--- config.mk ---
export PLATFORM = sky130hd
export DESIGN_NAME = uart_regif
export DESIGN_NICKNAME = d
export VERILOG_FILES = /design/src/rtl/uart_regif_pkg.sv /design/src/rtl/uart_regif_fifo.sv /design/src/rtl/uart_regif_flags.sv /design/src/rtl/uart_regif.sv
export SDC_FILE = /design/constraint.sdc
export NUM_CORES = 1
export LEC_CHECK = 0
export ABC_AREA = 1
export BUFFER_PORTS_ARGS = -buffer_cell sky130_fd_sc_hd__buf_2
export CORE_MARGIN = 4
export CORE_UTILIZATION = 55
export DETAILED_ROUTE_END_ITERATION = 7
export HOLD_SLACK_MARGIN = 0.05
export PLACE_DENSITY = 0.78
export SYNTH_ARGS = -nofsm -noshare
export SYNTH_HDL_FRONTEND = slang
export SYNTH_SLANG_ARGS = --single-unit
--- constraint.sdc ---
create_clock -name clk -period 3.15 [get_ports clk]
set_clock_uncertainty 0.1 [all_clocks]
set_input_delay 0.945 -clock clk [delete_from_list [all_inputs] [get_ports clk]]
set_output_delay 0.945 -clock clk [all_outputs]
set_load 0.02 [all_outputs]
--- src/rtl/uart_regif_pkg.sv ---
package uart_regif_pkg;

  localparam int REG_AW = 4;
  localparam int LVL_W  = 6;

  localparam logic [REG_AW-1:0] OFF_CTRL = 4'h0;
  localparam logic [REG_AW-1:0] OFF_RXD  = 4'h4;
  localparam logic [REG_AW-1:0] OFF_TXD  = 4'h8;
  localparam logic [REG_AW-1:0] OFF_STAT = 4'hC;

  // control word bit positions
  localparam int CB_LVLSEL = 14;
  localparam int CB_EN     = 15;
  localparam int CB_RXDMA  = 16;
  localparam int CB_TXDMA  = 17;
  localparam int CB_RXIE   = 18;
  localparam int CB_TXIE   = 19;

  // status word bit positions; flag indices 0..4 equal their status bits
  localparam int NFLAG      = 5;
  localparam int SB_RXPEND  = 0;
  localparam int SB_TXPEND  = 1;
  localparam int SB_OVR     = 2;
  localparam int SB_TXERR   = 3;
  localparam int SB_RXERR   = 4;
  localparam int SB_RXEMPTY = 5;
  localparam int SB_TXFULL  = 6;
  localparam int SB_TXEMPTY = 10;
  localparam int SB_LVL_LO  = 11;
  localparam int SB_BUSY    = 17;

  typedef struct packed {
    logic tx_ie;
    logic rx_ie;
    logic tx_dma;
    logic rx_dma;
    logic en;
    logic lvl_sel;
  } ctrl_t;

endpackage

--- src/rtl/uart_regif_fifo.sv ---
module uart_regif_fifo #(
  parameter int DEPTH = 16,
  parameter int W     = 8,
  localparam int AW   = (DEPTH > 1) ? $clog2(DEPTH) : 1,
  localparam int CW   = $clog2(DEPTH + 1)
) (
  input  logic          clk,
  input  logic          rst_n,
  input  logic          push,
  input  logic [W-1:0]  din,
  input  logic          pop,
  output logic [W-1:0]  dout,
  output logic          full,
  output logic          empty,
  output logic [CW-1:0] count
);

  localparam logic [AW-1:0] LAST = AW'(DEPTH - 1);
  localparam logic [CW-1:0] CMAX = CW'(DEPTH);

  logic [W-1:0]  mem [DEPTH];
  logic [AW-1:0] wptr_q, wptr_d, rptr_q, rptr_d;
  logic [CW-1:0] cnt_q, cnt_d;
  logic          do_push, do_pop, upd;

  assign full    = (cnt_q == CMAX);
  assign empty   = (cnt_q == '0);
  assign count   = cnt_q;
  assign dout    = mem[rptr_q];

  assign do_push = push & ~full;
  assign do_pop  = pop & ~empty;
  assign upd     = do_push | do_pop;

  always_comb begin
    wptr_d = wptr_q;
    rptr_d = rptr_q;
    if (do_push) wptr_d = (wptr_q == LAST) ? '0 : wptr_q + 1'b1;
    if (do_pop)  rptr_d = (rptr_q == LAST) ? '0 : rptr_q + 1'b1;
    cnt_d = cnt_q + CW'(do_push) - CW'(do_pop);
  end

  always_ff @(posedge clk or negedge rst_n) begin
    if (!rst_n) begin
      wptr_q <= '0;
      rptr_q <= '0;
      cnt_q  <= '0;
    end else if (upd) begin
      wptr_q <= wptr_d;
      rptr_q <= rptr_d;
      cnt_q  <= cnt_d;
    end
  end

  // storage carries no reset; only written entries are ever read out
  always_ff @(posedge clk) begin
    if (do_push) mem[wptr_q] <= din;
  end

endmodule

--- src/rtl/uart_regif_flags.sv ---
module uart_regif_flags #(
  parameter int N = 5
) (
  input  logic         clk,
  input  logic         rst_n,
  input  logic [N-1:0] set_i,
  input  logic [N-1:0] clr_i,
  output logic [N-1:0] q_o
);

  logic [N-1:0] d;
  logic         upd;

  // a set event in the same cycle as a clear keeps the flag
  for (genvar i = 0; i < N; i++) begin : g_flag
    assign d[i] = set_i[i] | (q_o[i] & ~clr_i[i]);
  end

  assign upd = (|set_i) | (|clr_i);

  always_ff @(posedge clk or negedge rst_n) begin
    if (!rst_n)   q_o <= '0;
    else if (upd) q_o <= d;
  end

endmodule

--- src/rtl/uart_regif.sv ---
module uart_regif
  import uart_regif_pkg::*;
#(
  parameter int TX_DEPTH = 16,
  parameter int RX_DEPTH = 16
) (
  input  logic        clk,
  input  logic        rst_n,
  input  logic        bus_req,
  input  logic        bus_we,
  input  logic [3:0]  bus_addr,
  input  logic [31:0] bus_wdata,
  output logic [31:0] bus_rdata,
  output logic        irq,
  output logic        tx_valid,
  output logic [7:0]  tx_data,
  input  logic        tx_ready,
  input  logic        tx_busy,
  input  logic        rx_valid,
  input  logic [7:0]  rx_data,
  input  logic        rx_err,
  output logic        rx_ready
);

  // the level field is six bits wide, so each depth must stay below 64
  localparam int TCW = $clog2(TX_DEPTH + 1);
  localparam int RCW = $clog2(RX_DEPTH + 1);

  // reset: asserted asynchronously, released on a clock edge
  logic [1:0] rst_sync_q;
  logic       rst_sync_n;

  always_ff @(posedge clk or negedge rst_n) begin
    if (!rst_n) rst_sync_q <= 2'b00;
    else        rst_sync_q <= {rst_sync_q[0], 1'b1};
  end
  assign rst_sync_n = rst_sync_q[1];

  // bus decode
  logic wr_ctrl, wr_txd, wr_stat, rd_rxd;

  assign wr_ctrl = bus_req &  bus_we & (bus_addr == OFF_CTRL);
  assign wr_txd  = bus_req &  bus_we & (bus_addr == OFF_TXD);
  assign wr_stat = bus_req &  bus_we & (bus_addr == OFF_STAT);
  assign rd_rxd  = bus_req & ~bus_we & (bus_addr == OFF_RXD);

  // control word
  ctrl_t ctrl_q, ctrl_d;

  always_comb begin
    ctrl_d.lvl_sel = bus_wdata[CB_LVLSEL];
    ctrl_d.en      = bus_wdata[CB_EN];
    ctrl_d.rx_dma  = bus_wdata[CB_RXDMA];
    ctrl_d.tx_dma  = bus_wdata[CB_TXDMA];
    ctrl_d.rx_ie   = bus_wdata[CB_RXIE];
    ctrl_d.tx_ie   = bus_wdata[CB_TXIE];
  end

  always_ff @(posedge clk or negedge rst_sync_n) begin
    if (!rst_sync_n)  ctrl_q <= '0;
    else if (wr_ctrl) ctrl_q <= ctrl_d;
  end

  // transmit path
  logic           tx_full, tx_empty, tx_pop;
  logic [TCW-1:0] tx_cnt;

  assign tx_valid = ctrl_q.en & ~tx_empty;
  assign tx_pop   = tx_valid & tx_ready;

  uart_regif_fifo #(.DEPTH(TX_DEPTH), .W(8)) u_txq (
    .clk   (clk),
    .rst_n (rst_sync_n),
    .push  (wr_txd),
    .din   (bus_wdata[7:0]),
    .pop   (tx_pop),
    .dout  (tx_data),
    .full  (tx_full),
    .empty (tx_empty),
    .count (tx_cnt)
  );

  // receive path: every offered byte is taken while enabled, dropped when full
  logic           rx_full, rx_empty, rx_take, rx_ok, rx_drop;
  logic [7:0]     rx_head;
  logic [RCW-1:0] rx_cnt;

  assign rx_ready = ctrl_q.en;
  assign rx_take  = rx_valid & ctrl_q.en;
  assign rx_ok    = rx_take & ~rx_full;
  assign rx_drop  = rx_take &  rx_full;

  uart_regif_fifo #(.DEPTH(RX_DEPTH), .W(8)) u_rxq (
    .clk   (clk),
    .rst_n (rst_sync_n),
    .push  (rx_take),
    .din   (rx_data),
    .pop   (rd_rxd),
    .dout  (rx_head),
    .full  (rx_full),
    .empty (rx_empty),
    .count (rx_cnt)
  );

  // pending and error flags
  logic [NFLAG-1:0] flag_set, flag_clr, flags_q;

  always_comb begin
    flag_set            = '0;
    flag_set[SB_RXPEND] = rx_ok;
    flag_set[SB_TXPEND] = tx_pop;
    flag_set[SB_OVR]    = rx_drop;
    flag_set[SB_TXERR]  = wr_txd & tx_full;
    flag_set[SB_RXERR]  = rx_take & rx_err;
    flag_clr            = wr_stat ? bus_wdata[NFLAG-1:0] : '0;
  end

  uart_regif_flags #(.N(NFLAG)) u_flags (
    .clk   (clk),
    .rst_n (rst_sync_n),
    .set_i (flag_set),
    .clr_i (flag_clr),
    .q_o   (flags_q)
  );

  assign irq = (flags_q[SB_RXPEND] & ctrl_q.rx_ie) |
               (flags_q[SB_TXPEND] & ctrl_q.tx_ie);

  // read data
  logic [LVL_W-1:0] lvl;
  logic [31:0]      ctrl_word, stat_word;

  assign lvl = ctrl_q.lvl_sel ? LVL_W'(tx_cnt) : LVL_W'(rx_cnt);

  always_comb begin
    ctrl_word            = '0;
    ctrl_word[CB_LVLSEL] = ctrl_q.lvl_sel;
    ctrl_word[CB_EN]     = ctrl_q.en;
    ctrl_word[CB_RXDMA]  = ctrl_q.rx_dma;
    ctrl_word[CB_TXDMA]  = ctrl_q.tx_dma;
    ctrl_word[CB_RXIE]   = ctrl_q.rx_ie;
    ctrl_word[CB_TXIE]   = ctrl_q.tx_ie;

    stat_word                            = '0;
    stat_word[NFLAG-1:0]                 = flags_q;
    stat_word[SB_RXEMPTY]                = rx_empty;
    stat_word[SB_TXFULL]                 = tx_full;
    stat_word[SB_TXEMPTY]                = tx_empty;
    stat_word[SB_LVL_LO+LVL_W-1:SB_LVL_LO] = lvl;
    stat_word[SB_BUSY]                   = tx_busy;
  end

  always_comb begin
    unique case (bus_addr)
      OFF_CTRL: bus_rdata = ctrl_word;
      OFF_RXD:  bus_rdata = rx_empty ? 32'h0 : {24'h0, rx_head};
      OFF_STAT: bus_rdata = stat_word;
      default:  bus_rdata = 32'h0;
    endcase
  end

  logic unused_wdata;
  assign unused_wdata = ^{bus_wdata[31:20], bus_wdata[13:8]};

endmodule

Word level (Yosys, flattened, before mapping)
Memories as Yosys holds them, arrays and structs flattened. Index checks and enable logic that the tools add are counted.

Register bits after elaboration: 39. RAM bits: 256. Input port bits: 52. Output and inout bits: 43. Logic and storage cells: 96. Memories kept: 2.

Memories: u_rxq.mem (depth 16, width 8, rd ports 1, clocked after memory_dff 0, write ports 1, RTL line uart_regif_fifo.sv:21) `logic [W-1:0] mem [DEPTH];`; u_txq.mem (depth 16, width 8, rd ports 1, clocked after memory_dff 0, write ports 1, RTL line uart_regif_fifo.sv:21).

Add/sub/neg operators: 8. Eq/ne operators: 9. Muxes and demuxes: 12. Bitwise logic cells: 42. Reductions and logical operators: 9.

Operators by type and width (count): one-hot mux 20 bit (3 select lines) (1); equality test 4 bit (second input constant) (6); AND 1 bit (23); adder 4 x 1 -> 4 bit (second input constant) (4); 2-to-1 mux 4 bit (4); adder 5 x 1 -> 5 bit (2); equality test 5 bit (second input constant) (2); logical NOT 5 bit (2); 2-to-1 mux 5 bit (2); NOT 1 bit (10); OR reduction 5 bit (2); subtractor 5 x 1 -> 5 bit (2); bitwise OR 1 bit (9); 2-to-1 mux 8 bit (1); AND reduction 2 bit (4); equality test 4 x 3 -> 1 bit (second input constant) (1); logical NOT 4 bit (1); 2-to-1 mux 1 bit (4).

Logic depth before layout (Yosys ltp)
Depth after elaboration: 7. Depth in mapped cells: 16. Gate-level depth less buffers: 16.

Hierarchy
A second synthesis with hierarchy kept.

Cell total of the unflattened synthesis: 1530. Area, all modules: 14067.2 um^2.

Modules (own cells, without submodules): uart_regif_fifo (u_rxq) (instances 1, cells each 680, area each 6507.5 um^2, sequential area each 4169.0 um^2); uart_regif_fifo (u_txq) (instances 1, cells each 678, area each 6501.2 um^2, sequential area each 4169.0 um^2); uart_regif (instances 1, cells each 147, area each 858.3 um^2, sequential area each 200.2 um^2); uart_regif_flags (instances 1, cells each 25, area each 200.2 um^2, sequential area each 125.1 um^2).

Worst setup path after synthesis
Ideal clock, no wire load.

Path kind: input port to output port. Start point: input bus_addr[1]. End point: output bus_rdata[14]. Arrival time: 1.954 ns. Data required time: 2.105 ns. Slack: 0.151 ns. Stages: 5. Buffers on the path: 0. Path through: nor2_2 > inv_1 > nor3_4 > inv_1 > o21ai_0.

Cells in the longest elaborated chain, start to end: 2. Elaborated cells between the ends (all ways): 4. Those cells by class: 2 x eq/ne; 1 x mux; 1 x reduce/logical.

RTL lines: from (decl) (RTL line uart_regif.sv:11) `input logic [3:0] bus_addr,`; equality test 4 bit, or another cell as far along (RTL line uart_regif.sv:154) `unique case (bus_addr)`; one-hot mux 20 bit (3 select lines) (*) (RTL line uart_regif.sv:154); to (decl) (RTL line uart_regif.sv:13) `output logic [31:0] bus_rdata,`.

Every way passes the cells marked *; elsewhere a longest branch is shown, timed or not.

Worst setup path in the final report
Start point: register u_txq.rptr_q[1]. End point: output tx_data[0].

Cells in the longest elaborated chain, start to end: 1.

RTL lines: from (decl) (RTL line uart_regif_fifo.sv:22) `logic [AW-1:0] wptr_q, wptr_d, rptr_q, rptr_d;`; from (signal assigned) (RTL line uart_regif_fifo.sv:50) `rptr_q <= rptr_d;`; memory (16 x 8 bit); to (decl) (RTL line uart_regif.sv:16) `output logic [7:0] tx_data,`.

Every way passes these cells.

==> flow_summary.json <==
{
  "final_util": 0.658,
  "htreeDepth": 1,
  "ys_seq_elements": 295,
  "arrival_ns": 2.19,
  "vdd_ir_drop_max_uv": 567,
  "synthToLayoutAreaGrowth_pct": 17.6,
  "crit_path_start_kind": "flip-flop",
  "clk_latency_ns": 0.53,
  "cpPeakStageDelay_ns": 0.59,
  "antennaDiodeCount": 0,
  "cts_max_path_buffers": 3,
  "pin_count": 95,
  "p_leak_uw": 0.00644,
  "min_period_ns": 3.24,
  "num_rows": 56,
  "power_uw": 12500,
  "multiInputGateArea_um2": 3650,
  "grt_max_degree": 38,
  "crit_chain": "buf_4 -> o21ai_0 -> o22ai_1 -> nand2_1 -> nand3_2 -> buf_4",
  "ys_seq_area_frac": 0.657,
  "hp-class": "in -> async",
  "grt_pass1_vias": 9047,
  "setup_ws_ns": -0.0861,
  "drtPass1Iterations": 5,
  "fmax_mhz": 309,
  "setup_violations": 7,
  "syn_inst": 1261,
  "slew_headroom": 0.425,
  "dp_hpwl_um": 18500,
  "critPathKind": "reg -> out",
  "nNetsFinal": 1458,
  "cp.required_ns": 2.10,
  "grt_pass1_wl_um": 46800,
  "final_common_cell": "nand2_1",
  "viasPerCell": 5.57,
  "routed_wl_um": 31900,
  "clk_pin_slew_ns": 0.06,
  "seq_area_um2": 8670,
  "drt_iter0_drc": 1091,
  "status": "finished, violations left",
  "slew_violations": 0,
  "die_area_um2": 26500,
  "ys.warnings.count": 0,
  "synth_area_leaders": "edfxtp_1 (58%), nand2_1 (8.1%), dfrtp_1 (7.4%)",
  "worst_pin_slew_ns": 0.859,
  "crit_top_cell": "buf_4",
  "gp_congestion": 0.875,
  "antenna_left": 0,
  "globalRouteOverflowTotal": 0,
  "crit_slowest_cell": "dfrtp_2",
  "whs_ns": 0.0816,
  "critPathTopFamily": "flip-flops",
  "synth_top_area_frac": 0.583,
  "violations": "negative setup slack",
  "antenna_found_initial": 0,
  "core_area_um2": 23500,
  "yosys.cell_types.count": 33,
  "final_cell_count_no_fill": 1722,
  "min_period_over_period": 1.03,
  "cap_violations": 0,
  "worst-path-buf-inv": 2,
  "dp_cells": 1650,
  "vias": 9589,
  "cts.sinks": 295,
  "finalHoldViolCount": 0,
  "clockRootBuffer": "clkbuf_16",
  "dieWidth_um": 163,
  "p_per_area_nw_per_um2": 809,
  "initial_core_util": 0.560,
  "post_drt_wl_per_cell_um": 18.5,
  "post_dp_cell_area_um2": 14000,
  "portBuffers": 62,
  "crit_path_end_kind": "output pin",
  "final_cell_area_um2": 15500,
  "crit_fanout": 7,
  "synth_area_per_cell_um2": 10.5,
  "route.detailed.drc": 0,
  "grt_use_total": 0.224,
  "numCtsBuffers": 29,
  "cts_tree": "done",
  "layout-drive-gt1-share": 0.161,
  "grt_setup_unrepaired": "true",
  "syn_area_um2": 13200,
  "ctsHoldBuffers": 0,
  "fillers": 1640,
  "mostFrequentLayoutCells": "nand2_1 (278), edfxtp_1 (256), inv_1 (146)",
  "die_height_um": 163,
  "yosysTopAreaCell": "edfxtp_1"
}
stage by stage:
step,worst slack (ns),setup TNS (ns)
after floorplan,0.151,0
after global placement,0.0578,0
after detailed placement,-0.0191,-0.0191
after CTS,-0.00708,-0.00708
after global routing,-0.136,-1.25
final,-0.0861,-0.269
synth_stat cells, drive strengths merged:
cell / number
nand2: 289
buf: 49
fa: 2
nor3: 3
edfxtp: 256
xor2: 12
ha: 22
a22o: 4
nor2: 142
clkbuf: 11
o211ai: 16
o21ai: 100
dfrtp: 39
or2: 1
nand3: 112
o31ai: 1
conb: 2
nand4: 4
clkinv: 9
a21oi: 12
xnor2: 2
o22ai: 16
inv: 157
worst paths after layout:
| path | from | to | slack (ns) | depth (start not counted) |
|---|---|---|---|---|
| hold reg to reg | rst_sync_q[1]$_DFF_PN0_ | u_txq.count[3]$_DFFE_PN0N_ | 0.19 | 1 |
| setup / recovery | u_txq.rptr_q[1]$_DFFE_PN0P_ | tx_data[0] | -0.09 | 6 |
| hold / removal | rst_n | rst_sync_q[1]$_DFF_PN0_ | 0.08 | 1 |
| min in group clk | rst_sync_q[0]$_DFF_PN0_ | rst_sync_q[1]$_DFF_PN0_ | 0.26 | 0 |
| setup reg to reg | u_txq.count[2]$_DFFE_PN0N_ | u_txq.count[4]$_DFFE_PN0N_ | 0.38 | 14 |
| max in group asynchronous | rst_sync_q[1]$_DFF_PN0_ | u_rxq.rptr_q[1]$_DFFE_PN0P_ | 2.37 | 1 |
worst reg2reg max path, delay by kind of cell (launching register included):
| kind | cells | cell delay [ns] |
|---|---|---|
| fa+ha+maj | 4 | 1.11 |
| simple gates | 5 | 0.57 |
| flops | 1 | 0.41 |
| buf+inv | 3 | 0.24 |
| xor+xnor | 1 | 0.15 |
| compound gates | 1 | 0.07 |
power by group:
part	total, uW	internal [uW]	switching [uW]
sequential	4730	4480	255
combinational	4620	1790	2830
clock	3180	1770	1420
registers in the layout, indices dropped and copies added (netlist names):
register,flops
u_rxq.mem,128
u_txq.mem,128
ctrl_q,5
u_flags.q_o,5
u_rxq.count,5
u_txq.count,5
u_rxq.rptr_q,4
u_rxq.wptr_q,4
u_txq.rptr_q,4
u_txq.wptr_q,4
rst_sync_q,2
rx_ready,1
timing repair:
action / 4_1_cts / 5_1_grt
resized for setup: 14 / 86
buffers inserted: 7 / 3
setup endpoints to repair: 16 / 17
pin swaps: 1 / 21
cloned: 1 / 9
cells by family after synthesis:
group	Yosys count	synth area share
simple gates	551	0.171
xor+xnor	14	0.00931
other cells	2	0.000570
fa+ha+maj	24	0.0239
flops	295	0.657
buf+inv	226	0.0746
compound gates	149	0.0628
layer usage:
| metal | wire, um | share of wire | GRT usage | vias up |
|---|---|---|---|---|
| met4 | 870 | 0.027 | 0.0625 | 0 |
| li1 | - | - | - | 4403 |
| met5 | 0 | 0 | 0 | - |
| met3 | 2930 | 0.092 | 0.0271 | 71 |
| met2 | 15600 | 0.49 | 0.379 | 513 |
| met1 | 12500 | 0.39 | 0.310 | 4602 |
cell type report:
class,count,share of cell area
Inverter,166,0.0418
Timing Repair Buffer,137,0.0814
Tap cell,319,0.0258
Clock inverter,18,0.00807
Clock buffer,34,0.0480
Multi-Input combinational cell,753,0.236
Sequential cell,295,0.559
Note: power is estimated with default switching activity, not from simulation.
